<file path="config.mk">
export PLATFORM = sky130hd
export DESIGN_NAME = evt_flag_agg
export DESIGN_NICKNAME = d
export VERILOG_FILES = /design/src/rtl/evt_agg_pkg.sv /design/src/rtl/evt_agg_regs.sv /design/src/rtl/evt_agg_cell.sv /design/src/rtl/evt_flag_agg.sv
export SDC_FILE = /design/constraint.sdc
export NUM_CORES = 1
export LEC_CHECK = 0
export ABC_CLOCK_PERIOD_IN_PS = 2100
export BUFFER_PORTS_ARGS = -buffer_cell sky130_fd_sc_hd__buf_2
export CAP_MARGIN = 5
export CELL_PAD_IN_SITES_DETAIL_PLACEMENT = 0
export CELL_PAD_IN_SITES_GLOBAL_PLACEMENT = 1
export CORE_UTILIZATION = 40
export CTS_CLUSTER_SIZE = 28
export DETAILED_ROUTE_END_ITERATION = 8
export HOLD_SLACK_MARGIN = 0.03
export PLACE_DENSITY_LB_ADDON = 0.1
export SYNTH_ARGS = -nofsm -noshare
export SYNTH_HDL_FRONTEND = slang
export SYNTH_HIERARCHICAL = 1
export SYNTH_SLANG_ARGS = --single-unit
</file>
<file path="constraint.sdc">
create_clock -name clk -period 2.1 [get_ports clk]
set_clock_uncertainty 0.1 [all_clocks]
set_input_delay 0.105 -clock clk [delete_from_list [all_inputs] [get_ports clk]]
set_output_delay 0.105 -clock clk [all_outputs]
set_load 0.01 [all_outputs]
</file>
<file path="src/rtl/evt_agg_pkg.sv">
package evt_agg_pkg;
  localparam int unsigned AGG_ADDR_W = 2;

  typedef enum logic [AGG_ADDR_W-1:0] {
    ADDR_POL  = 2'd0,
    ADDR_FLAG = 2'd1,
    ADDR_MASK = 2'd2,
    ADDR_CLR  = 2'd3
  } agg_addr_e;
endpackage

</file>
<file path="src/rtl/evt_agg_regs.sv">
module evt_agg_regs
  import evt_agg_pkg::*;
#(
  parameter int unsigned W = 11
) (
  input  logic                  clk,
  input  logic                  rst_n,
  input  logic                  wr_i,
  input  logic [AGG_ADDR_W-1:0] addr_i,
  input  logic [W-1:0]          wdata_i,
  input  logic [W-1:0]          flags_i,
  output logic [W-1:0]          pol_o,
  output logic [W-1:0]          mask_o,
  output logic [W-1:0]          clr_o,
  output logic [W-1:0]          rdata_o
);
  logic [W-1:0] pol_q, pol_d;
  logic [W-1:0] mask_q, mask_d;
  logic         pol_we, mask_we, flag_we, clr_we;

  always_comb begin
    pol_we  = wr_i && (addr_i == ADDR_POL);
    mask_we = wr_i && (addr_i == ADDR_MASK);
    flag_we = wr_i && (addr_i == ADDR_FLAG);
    clr_we  = wr_i && (addr_i == ADDR_CLR);
    pol_d   = pol_we  ? wdata_i : pol_q;
    mask_d  = mask_we ? wdata_i : mask_q;
    clr_o   = ({W{flag_we}} & ~wdata_i) | ({W{clr_we}} & wdata_i);
  end

  always_ff @(posedge clk or negedge rst_n) begin
    if (!rst_n) begin
      pol_q  <= '0;
      mask_q <= '0;
    end else begin
      pol_q  <= pol_d;
      mask_q <= mask_d;
    end
  end

  always_comb begin
    unique case (addr_i)
      ADDR_POL:  rdata_o = pol_q;
      ADDR_FLAG: rdata_o = flags_i;
      ADDR_MASK: rdata_o = mask_q;
      default:   rdata_o = '0;
    endcase
  end

  assign pol_o  = pol_q;
  assign mask_o = mask_q;


  pol_wr_chk: assert property (@(posedge clk) disable iff (!rst_n)
    (wr_i && addr_i == ADDR_POL) |=> (pol_o == $past(wdata_i)));
endmodule

</file>
<file path="src/rtl/evt_agg_cell.sv">
module evt_agg_cell #(
  parameter bit IS_EDGE = 1'b0
) (
  input  logic clk,
  input  logic rst_n,
  input  logic src_i,
  input  logic pol_i,
  input  logic clr_i,
  output logic flag_o
);
  logic flag_q, flag_d;
  logic hit;

  generate
    if (IS_EDGE) begin : g_edge
      logic prev_q;
      logic now_al, prev_al;
      always_comb begin
        now_al  = src_i ^ pol_i;
        prev_al = prev_q ^ pol_i;
        hit     = now_al & ~prev_al;
      end
      always_ff @(posedge clk or negedge rst_n) begin
        if (!rst_n) prev_q <= 1'b0;
        else        prev_q <= src_i;
      end


      edge_still_chk: assert property (@(posedge clk) disable iff (!rst_n)
        ($past(rst_n) && $stable(src_i) && $stable(pol_i) && !flag_o) |=> !flag_o);
    end else begin : g_level
      always_comb hit = src_i ^ pol_i;


      lvl_set_chk: assert property (@(posedge clk) disable iff (!rst_n)
        (src_i ^ pol_i) |=> flag_o);

      lvl_clr_chk: assert property (@(posedge clk) disable iff (!rst_n)
        (clr_i && !(src_i ^ pol_i)) |=> !flag_o);
    end
  endgenerate

  always_comb flag_d = hit | (flag_q & ~clr_i);

  always_ff @(posedge clk or negedge rst_n) begin
    if (!rst_n) flag_q <= 1'b0;
    else        flag_q <= flag_d;
  end

  assign flag_o = flag_q;
endmodule

</file>
<file path="src/rtl/evt_flag_agg.sv">
module evt_flag_agg
  import evt_agg_pkg::*;
#(
  parameter int unsigned        NUM_FLAGS = 11,
  parameter int unsigned        WAKE_W    = 3,
  parameter logic [NUM_FLAGS-1:0] EDGE_MASK = 11'h006
) (
  input  logic                  clk,
  input  logic                  rst_n,
  input  logic [NUM_FLAGS-1:1]  src_i,
  input  logic [WAKE_W-1:0]     wake_i,
  input  logic                  reg_wr,
  input  logic [AGG_ADDR_W-1:0] reg_addr,
  input  logic [NUM_FLAGS-1:0]  reg_wdata,
  output logic [NUM_FLAGS-1:0]  reg_rdata,
  output logic                  comb_o
);
  logic [NUM_FLAGS-1:0] src_all;
  logic [NUM_FLAGS-1:0] flags, pol, mask, clr;

  assign src_all = {src_i, |wake_i};

  evt_agg_regs #(.W(NUM_FLAGS)) u_regs (
    .clk     (clk),
    .rst_n   (rst_n),
    .wr_i    (reg_wr),
    .addr_i  (reg_addr),
    .wdata_i (reg_wdata),
    .flags_i (flags),
    .pol_o   (pol),
    .mask_o  (mask),
    .clr_o   (clr),
    .rdata_o (reg_rdata)
  );

  for (genvar g = 0; g < NUM_FLAGS; g++) begin : g_cell
    evt_agg_cell #(.IS_EDGE(EDGE_MASK[g])) u_cell (
      .clk    (clk),
      .rst_n  (rst_n),
      .src_i  (src_all[g]),
      .pol_i  (pol[g]),
      .clr_i  (clr[g]),
      .flag_o (flags[g])
    );
  end

  assign comb_o = |(flags & mask);


  wake_or_chk: assert property (@(posedge clk) disable iff (!rst_n)
    ((|wake_i) && !pol[0]) |=> flags[0]);

  mask_zero_chk: assert property (@(posedge clk) disable iff (!rst_n)
    (mask == '0) |-> !comb_o);

  comb_src_chk: assert property (@(posedge clk) disable iff (!rst_n)
    comb_o |-> (flags != '0));
endmodule

</file>
==> flow_summary.html <==
<table>
<tr><th>Metric</th><th>Value</th></tr>
<tr><th colspan="2">Placed design</th></tr>
<tr><td>Inst Count DP</td><td>around 250</td></tr>
<tr><td>Placer Congestion</td><td>slightly below 0.8</td></tr>
<tr><td># port buffers</td><td>40</td></tr>
<tr><td>Place WS</td><td>0.5268 ns</td></tr>
<tr><td>Final HPWL DP</td><td>3.020 mm</td></tr>
<tr><th colspan="2">Finish</th></tr>
<tr><td>Fin cells</td><td>275</td></tr>
<tr><td>Fraction of layout instances using a drive strength above 1</td><td>34.08%</td></tr>
<tr><td>Post-layout net count</td><td>around 250</td></tr>
<tr><td>Layout overhead on the synthesized area</td><td>29.41%</td></tr>
<tr><td>Number of diodes added for antenna fixing</td><td>0</td></tr>
<tr><th colspan="2">Clock network</th></tr>
<tr><td>Cts repair resizes</td><td>0</td></tr>
<tr><td>Worst-path clk slew</td><td>roughly 0.070 ns</td></tr>
<tr><td>Clock latency on the worst-skew pair</td><td>~0.29 ns</td></tr>
<tr><td>Deepest level of the CTS H-tree</td><td>2</td></tr>
<tr><td>CTS Buf Count</td><td>5</td></tr>
<tr><td>CTS tree</td><td>done</td></tr>
<tr><td>Maximum clock path buffer count</td><td>2</td></tr>
<tr><td>TritonCTS Sinks</td><td>35</td></tr>
<tr><td>Buffer type at the clock tree root</td><td>clkbuf_8</td></tr>
<tr><th colspan="2">Synthesis</th></tr>
<tr><td>Synthesized area per cell</td><td>approximately 12 um^2</td></tr>
<tr><td>Parity-gate share of the synthesized area counting xor and xnor cells</td><td>under 10%</td></tr>
<tr><td>Post-Syn Area</td><td>0.001872 mm^2</td></tr>
<tr><td>Dominant combinational cell family by area after synthesis</td><td>multiplexers</td></tr>
<tr><td>Post-Syn Nets</td><td>roughly 190</td></tr>
<tr><td>Compound-gate portion of the synthesized area</td><td>between 10 and 15%</td></tr>
<tr><td>Number of library cell types mapped by synthesis</td><td>27</td></tr>
<tr><td>Post-synthesis share of cell area spent on and, or, nand and nor gates</td><td>between 7 and 8%</td></tr>
<tr><td>Post-synthesis instance total</td><td>about 160</td></tr>
<tr><td>Number of flops mapped to enable cells by yosys</td><td>0</td></tr>
<tr><td>Part of the Yosys area used for sequential elements</td><td>about 47%</td></tr>
<tr><td>Share of async-settable or async-resettable flops after synthesis</td><td>100.0%</td></tr>
<tr><td>Dominant register cell in the synthesized netlist</td><td>dfrtp_1</td></tr>
<tr><td>Mux share of post-synthesis cell area</td><td>19.52%</td></tr>
<tr><td>Number of warnings reported in the yosys synthesis log</td><td>6</td></tr>
<tr><td>Adder-cell share of the synthesized area</td><td>0%</td></tr>
<tr><td>Post-synthesis sequential element count</td><td>35</td></tr>
<tr><th colspan="2">Floorplanning</th></tr>
<tr><td>Overall die area</td><td>just under 0.005 mm^2</td></tr>
<tr><td>Die W</td><td>~70 um</td></tr>
<tr><td>Die boundary height</td><td>approximately 70 um</td></tr>
<tr><td>Effective utilization at floorplan</td><td>about 42%</td></tr>
<tr><td>I/O Pins</td><td>41</td></tr>
<tr><td>Core area</td><td>between 0.004 and 0.005 mm^2</td></tr>
<tr><td>Number of placement rows</td><td>24</td></tr>
<tr><th colspan="2">Timing</th></tr>
<tr><td>Fin worst setup slack</td><td>around 0.38 ns</td></tr>
<tr><td>Post-route minimum period</td><td>roughly 1.7 ns</td></tr>
<tr><td>Maximum clock frequency</td><td>roughly 0.6 GHz</td></tr>
<tr><td>Pin slew with the least headroom to its limit</td><td>approximately 0.8 ns</td></tr>
<tr><td>Total negative slack for setup checks</td><td>0 ns</td></tr>
<tr><td>Final hold violation count</td><td>0</td></tr>
<tr><td>Remaining max-slew budget at the tightest pin</td><td>45.97%</td></tr>
<tr><td>Post-route clock period utilization</td><td>81.74%</td></tr>
<tr><td>Unrepaired setup endpoints after global routing</td><td>no</td></tr>
<tr><td>Final setup violating endpoints</td><td>0</td></tr>
<tr><td>Max-slew violation total from the final report</td><td>0</td></tr>
<tr><th colspan="2">Global routing</th></tr>
<tr><td>Global-route wire length before repair</td><td>7.293 mm</td></tr>
<tr><td>Global Route Usage Sum</td><td>between 10% and 20%</td></tr>
<tr><td>Pin count of the biggest net entering global routing</td><td>36</td></tr>
<tr><td>Global routing usage on met3</td><td>under 10%</td></tr>
<tr><td>Most used routing layer in global routing</td><td>met2</td></tr>
<tr><td>Initial antenna violation count</td><td>0</td></tr>
<tr><td>Aggregate global routing overflow</td><td>0</td></tr>
<tr><td>Global-route track usage on met1</td><td>about a quarter</td></tr>
<tr><td>Vias in the first global route</td><td>about 1500</td></tr>
<tr><td>Fraction of met2 tracks used by global routing</td><td>between 30% and 40%</td></tr>
<tr><th colspan="2">Pwr</th></tr>
<tr><td>Lkg Pwr</td><td>between 1 and 1.5 nW</td></tr>
<tr><td>Clock power share</td><td>~29%</td></tr>
<tr><td>Post-layout total power</td><td>about 1.9 mW</td></tr>
<tr><td>Net switching fraction of the power</td><td>between 20% and 30%</td></tr>
<tr><td>Worst voltage drop across the vdd grid</td><td>354.9 uV</td></tr>
<tr><td>Internal power contribution</td><td>about 1.3 mW</td></tr>
<tr><td>Power density of the placed cells</td><td>between 700 and 800 mW/mm^2</td></tr>
<tr><td>Gate power share</td><td>23.3%</td></tr>
<tr><td>Sequential share of power</td><td>around 48%</td></tr>
<tr><td>Sw Pwr</td><td>about 0.54 mW</td></tr>
<tr><th colspan="2">Setup path</th></tr>
<tr><td>Critical path start-end classification</td><td>flop to primary output</td></tr>
<tr><td>CP cell instances</td><td>a22o_1, a221oi_2, and3_1, nand2_1, buf_2</td></tr>
<tr><td>Worst setup EP type</td><td>primary output</td></tr>
<tr><td>Longest individual stage delay on the worst path</td><td>~0.40 ns</td></tr>
<tr><td>Startpoint class of the critical path</td><td>flop</td></tr>
<tr><td>WP data required</td><td>1.89 ns</td></tr>
<tr><td>Largest driver fanout on the critical path</td><td>3</td></tr>
<tr><td>Data arrival, critical path</td><td>around 1.5 ns</td></tr>
<tr><td>Slowest CP cell</td><td>dfrtp_1</td></tr>
<tr><th colspan="2">Detailed routing</th></tr>
<tr><td>Detailed-route vias per instance</td><td>~5.1</td></tr>
<tr><td>Count of unresolved DRC violations after routing</td><td>0</td></tr>
<tr><td>Final routed wire length divided by cell count</td><td>around 16 um</td></tr>
<tr><td>Total Wirelength</td><td>approximately 4.3 mm</td></tr>
<tr><td>Total number of vias</td><td>1389</td></tr>
<tr><td>Router iterations before antenna repair</td><td>4</td></tr>
<tr><td>Remaining antenna violation count</td><td>0</td></tr>
<tr><td>First-iteration detailed-routing DRC count</td><td>29</td></tr>
<tr><th colspan="2">Min path</th></tr>
<tr><td>Hold Path Class</td><td>primary input to flop</td></tr>
<tr><th colspan="2">Run status</th></tr>
<tr><td>Outcome</td><td>complete, no violations</td></tr>
<tr><th colspan="2">Run</th></tr>
<tr><td>Maxcap violations</td><td>0</td></tr>
</table>
## critical path, delay by kind of cell, from the launching register on
kind,cells,cell delay (ns)
and+or+nand+nor,2,0.23
AOI/OAI and AO/OA,2,0.43
DFF,1,0.40
buffers and inverters,1,0.16
## what timing repair did
action,in CTS,in global routing
setup buffers,0,0
hold endpoints to repair,69,0
hold buffers,22,0
## power by group through the flow
stage               Combinational, mW  Sequential [mW]  Clock [mW]
finish                          0.436            0.893       0.545
global route                    0.479            0.912       0.597
CTS                             0.442            0.893       0.558
detailed placement              0.409            0.906           0
global placement                0.399            0.900           0
floorplan                       0.287            0.871           0
## cells in the mapped netlist (all sizes together), types with 7 or more instances
library cell / number / area share, %
dfrtp: 35 / 47
xor2: 11 / 5.1
o2bb2ai: 11 / 5.1
xnor2: 9 / 4.2
o21ai: 9 / 2.4
mux2: 22 / 14
buf: 7 / 3.5
nor2: 13 / 2.6
inv: 11 / 2.2
mux2i: 11 / 5.9
## final cells by class
type | count | area (um^2)
Timing Repair Buffer | 67 | 457.9
Clock buffer | 8 | 100.1
Fill cell | 385 | 1992
Multi-Input combinational cell | 102 | 882.1
Inverter | 11 | 41.29
Sequential cell | 35 | 875.8
Tap cell | 52 | 65.06
## routing by layer
metal	wire length [um]	up-vias
met2	2098	28
met1	2002	676
met4	49	0
li1	-	678
met3	166	7
met5	0	-
## through the flow
| stage | hold slack [ns] | area, um^2 | utilization [%] |
|---|---|---|---|
| after floorplan | -0.2906 | 1872 | - |
| after global placement | 0.1329 | 2102 | 47.62 |
| after detailed placement | 0.1413 | 2102 | 47.62 |
| after CTS | 0.07911 | 2422 | 54.88 |
| after global routing | 0.1124 | 2422 | 54.88 |
| final | 0.07560 | 2422 | 54.88 |
## logic make-up after synthesis
family                    count (synthesis)
DFF                                      35
xor gates and xnor gates                 20
muxes                                    33
buffers and inverters                    20
and+or+nand+nor                          22
AOI/OAI and AO/OA                        27
## state kept, by name, indices dropped and copies added, names as in the netlist
register and count:
g_cell.u_cell/flag_o 11, u_regs/mask_o 11, u_regs/pol_o 11, g_cell.u_cell/g_edge.prev_q 2
## final timing paths
check	from	endpoint	slack, ns	cells after the start
min	wake_i[2]	g_cell[0].u_cell/flag_o	0.08	4
max reg2reg	u_regs/pol_o[1]	g_cell[1].u_cell/flag_o	1.03	2
min reg2reg	u_regs/mask_o[4]	u_regs/mask_o[4]	0.44	1
max	g_cell[4].u_cell/flag_o	comb_o	0.38	5
min in group asynchronous	rst_n	u_regs/mask_o[7]	0.34	2
max in group asynchronous	rst_n	g_cell[3].u_cell/flag_o	1.04	2
## cell usage in the layout, fill, tap and decap left out
| cell type | synthesis | final |
|---|---|---|
| a221o_1 | 2 | 2 |
| a221oi_2 | 1 | 1 |
| a222oi_1 | 1 | 1 |
| a22o_1 | 1 | 1 |
| a22oi_1 | 2 | 2 |
| and3_1 | 1 | 1 |
| and3b_1 | 2 | 2 |
| buf_2 | 1 | 40 |
| buf_4 | 2 | 5 |
| clkbuf_1 | 2 | 1 |
| clkbuf_8 | 0 | 7 |
| dfrtp_1 | 35 | 35 |
| dlygate4sd3_1 | 0 | 22 |
| inv_1 | 11 | 11 |
| mux2_1 | 1 | 1 |
| mux2_2 | 19 | 19 |
| mux2_4 | 2 | 2 |
| mux2i_1 | 11 | 11 |
| nand2_1 | 2 | 2 |
| nand3b_4 | 1 | 1 |
| nor2_1 | 13 | 13 |
| nor2b_1 | 1 | 1 |
| nor3b_4 | 1 | 1 |
| o21ai_1 | 9 | 9 |
| o2bb2ai_1 | 11 | 11 |
| or3_1 | 1 | 1 |
| xnor2_1 | 9 | 9 |
| xor2_1 | 11 | 11 |
Note: power is estimated with default switching activity, not from simulation.
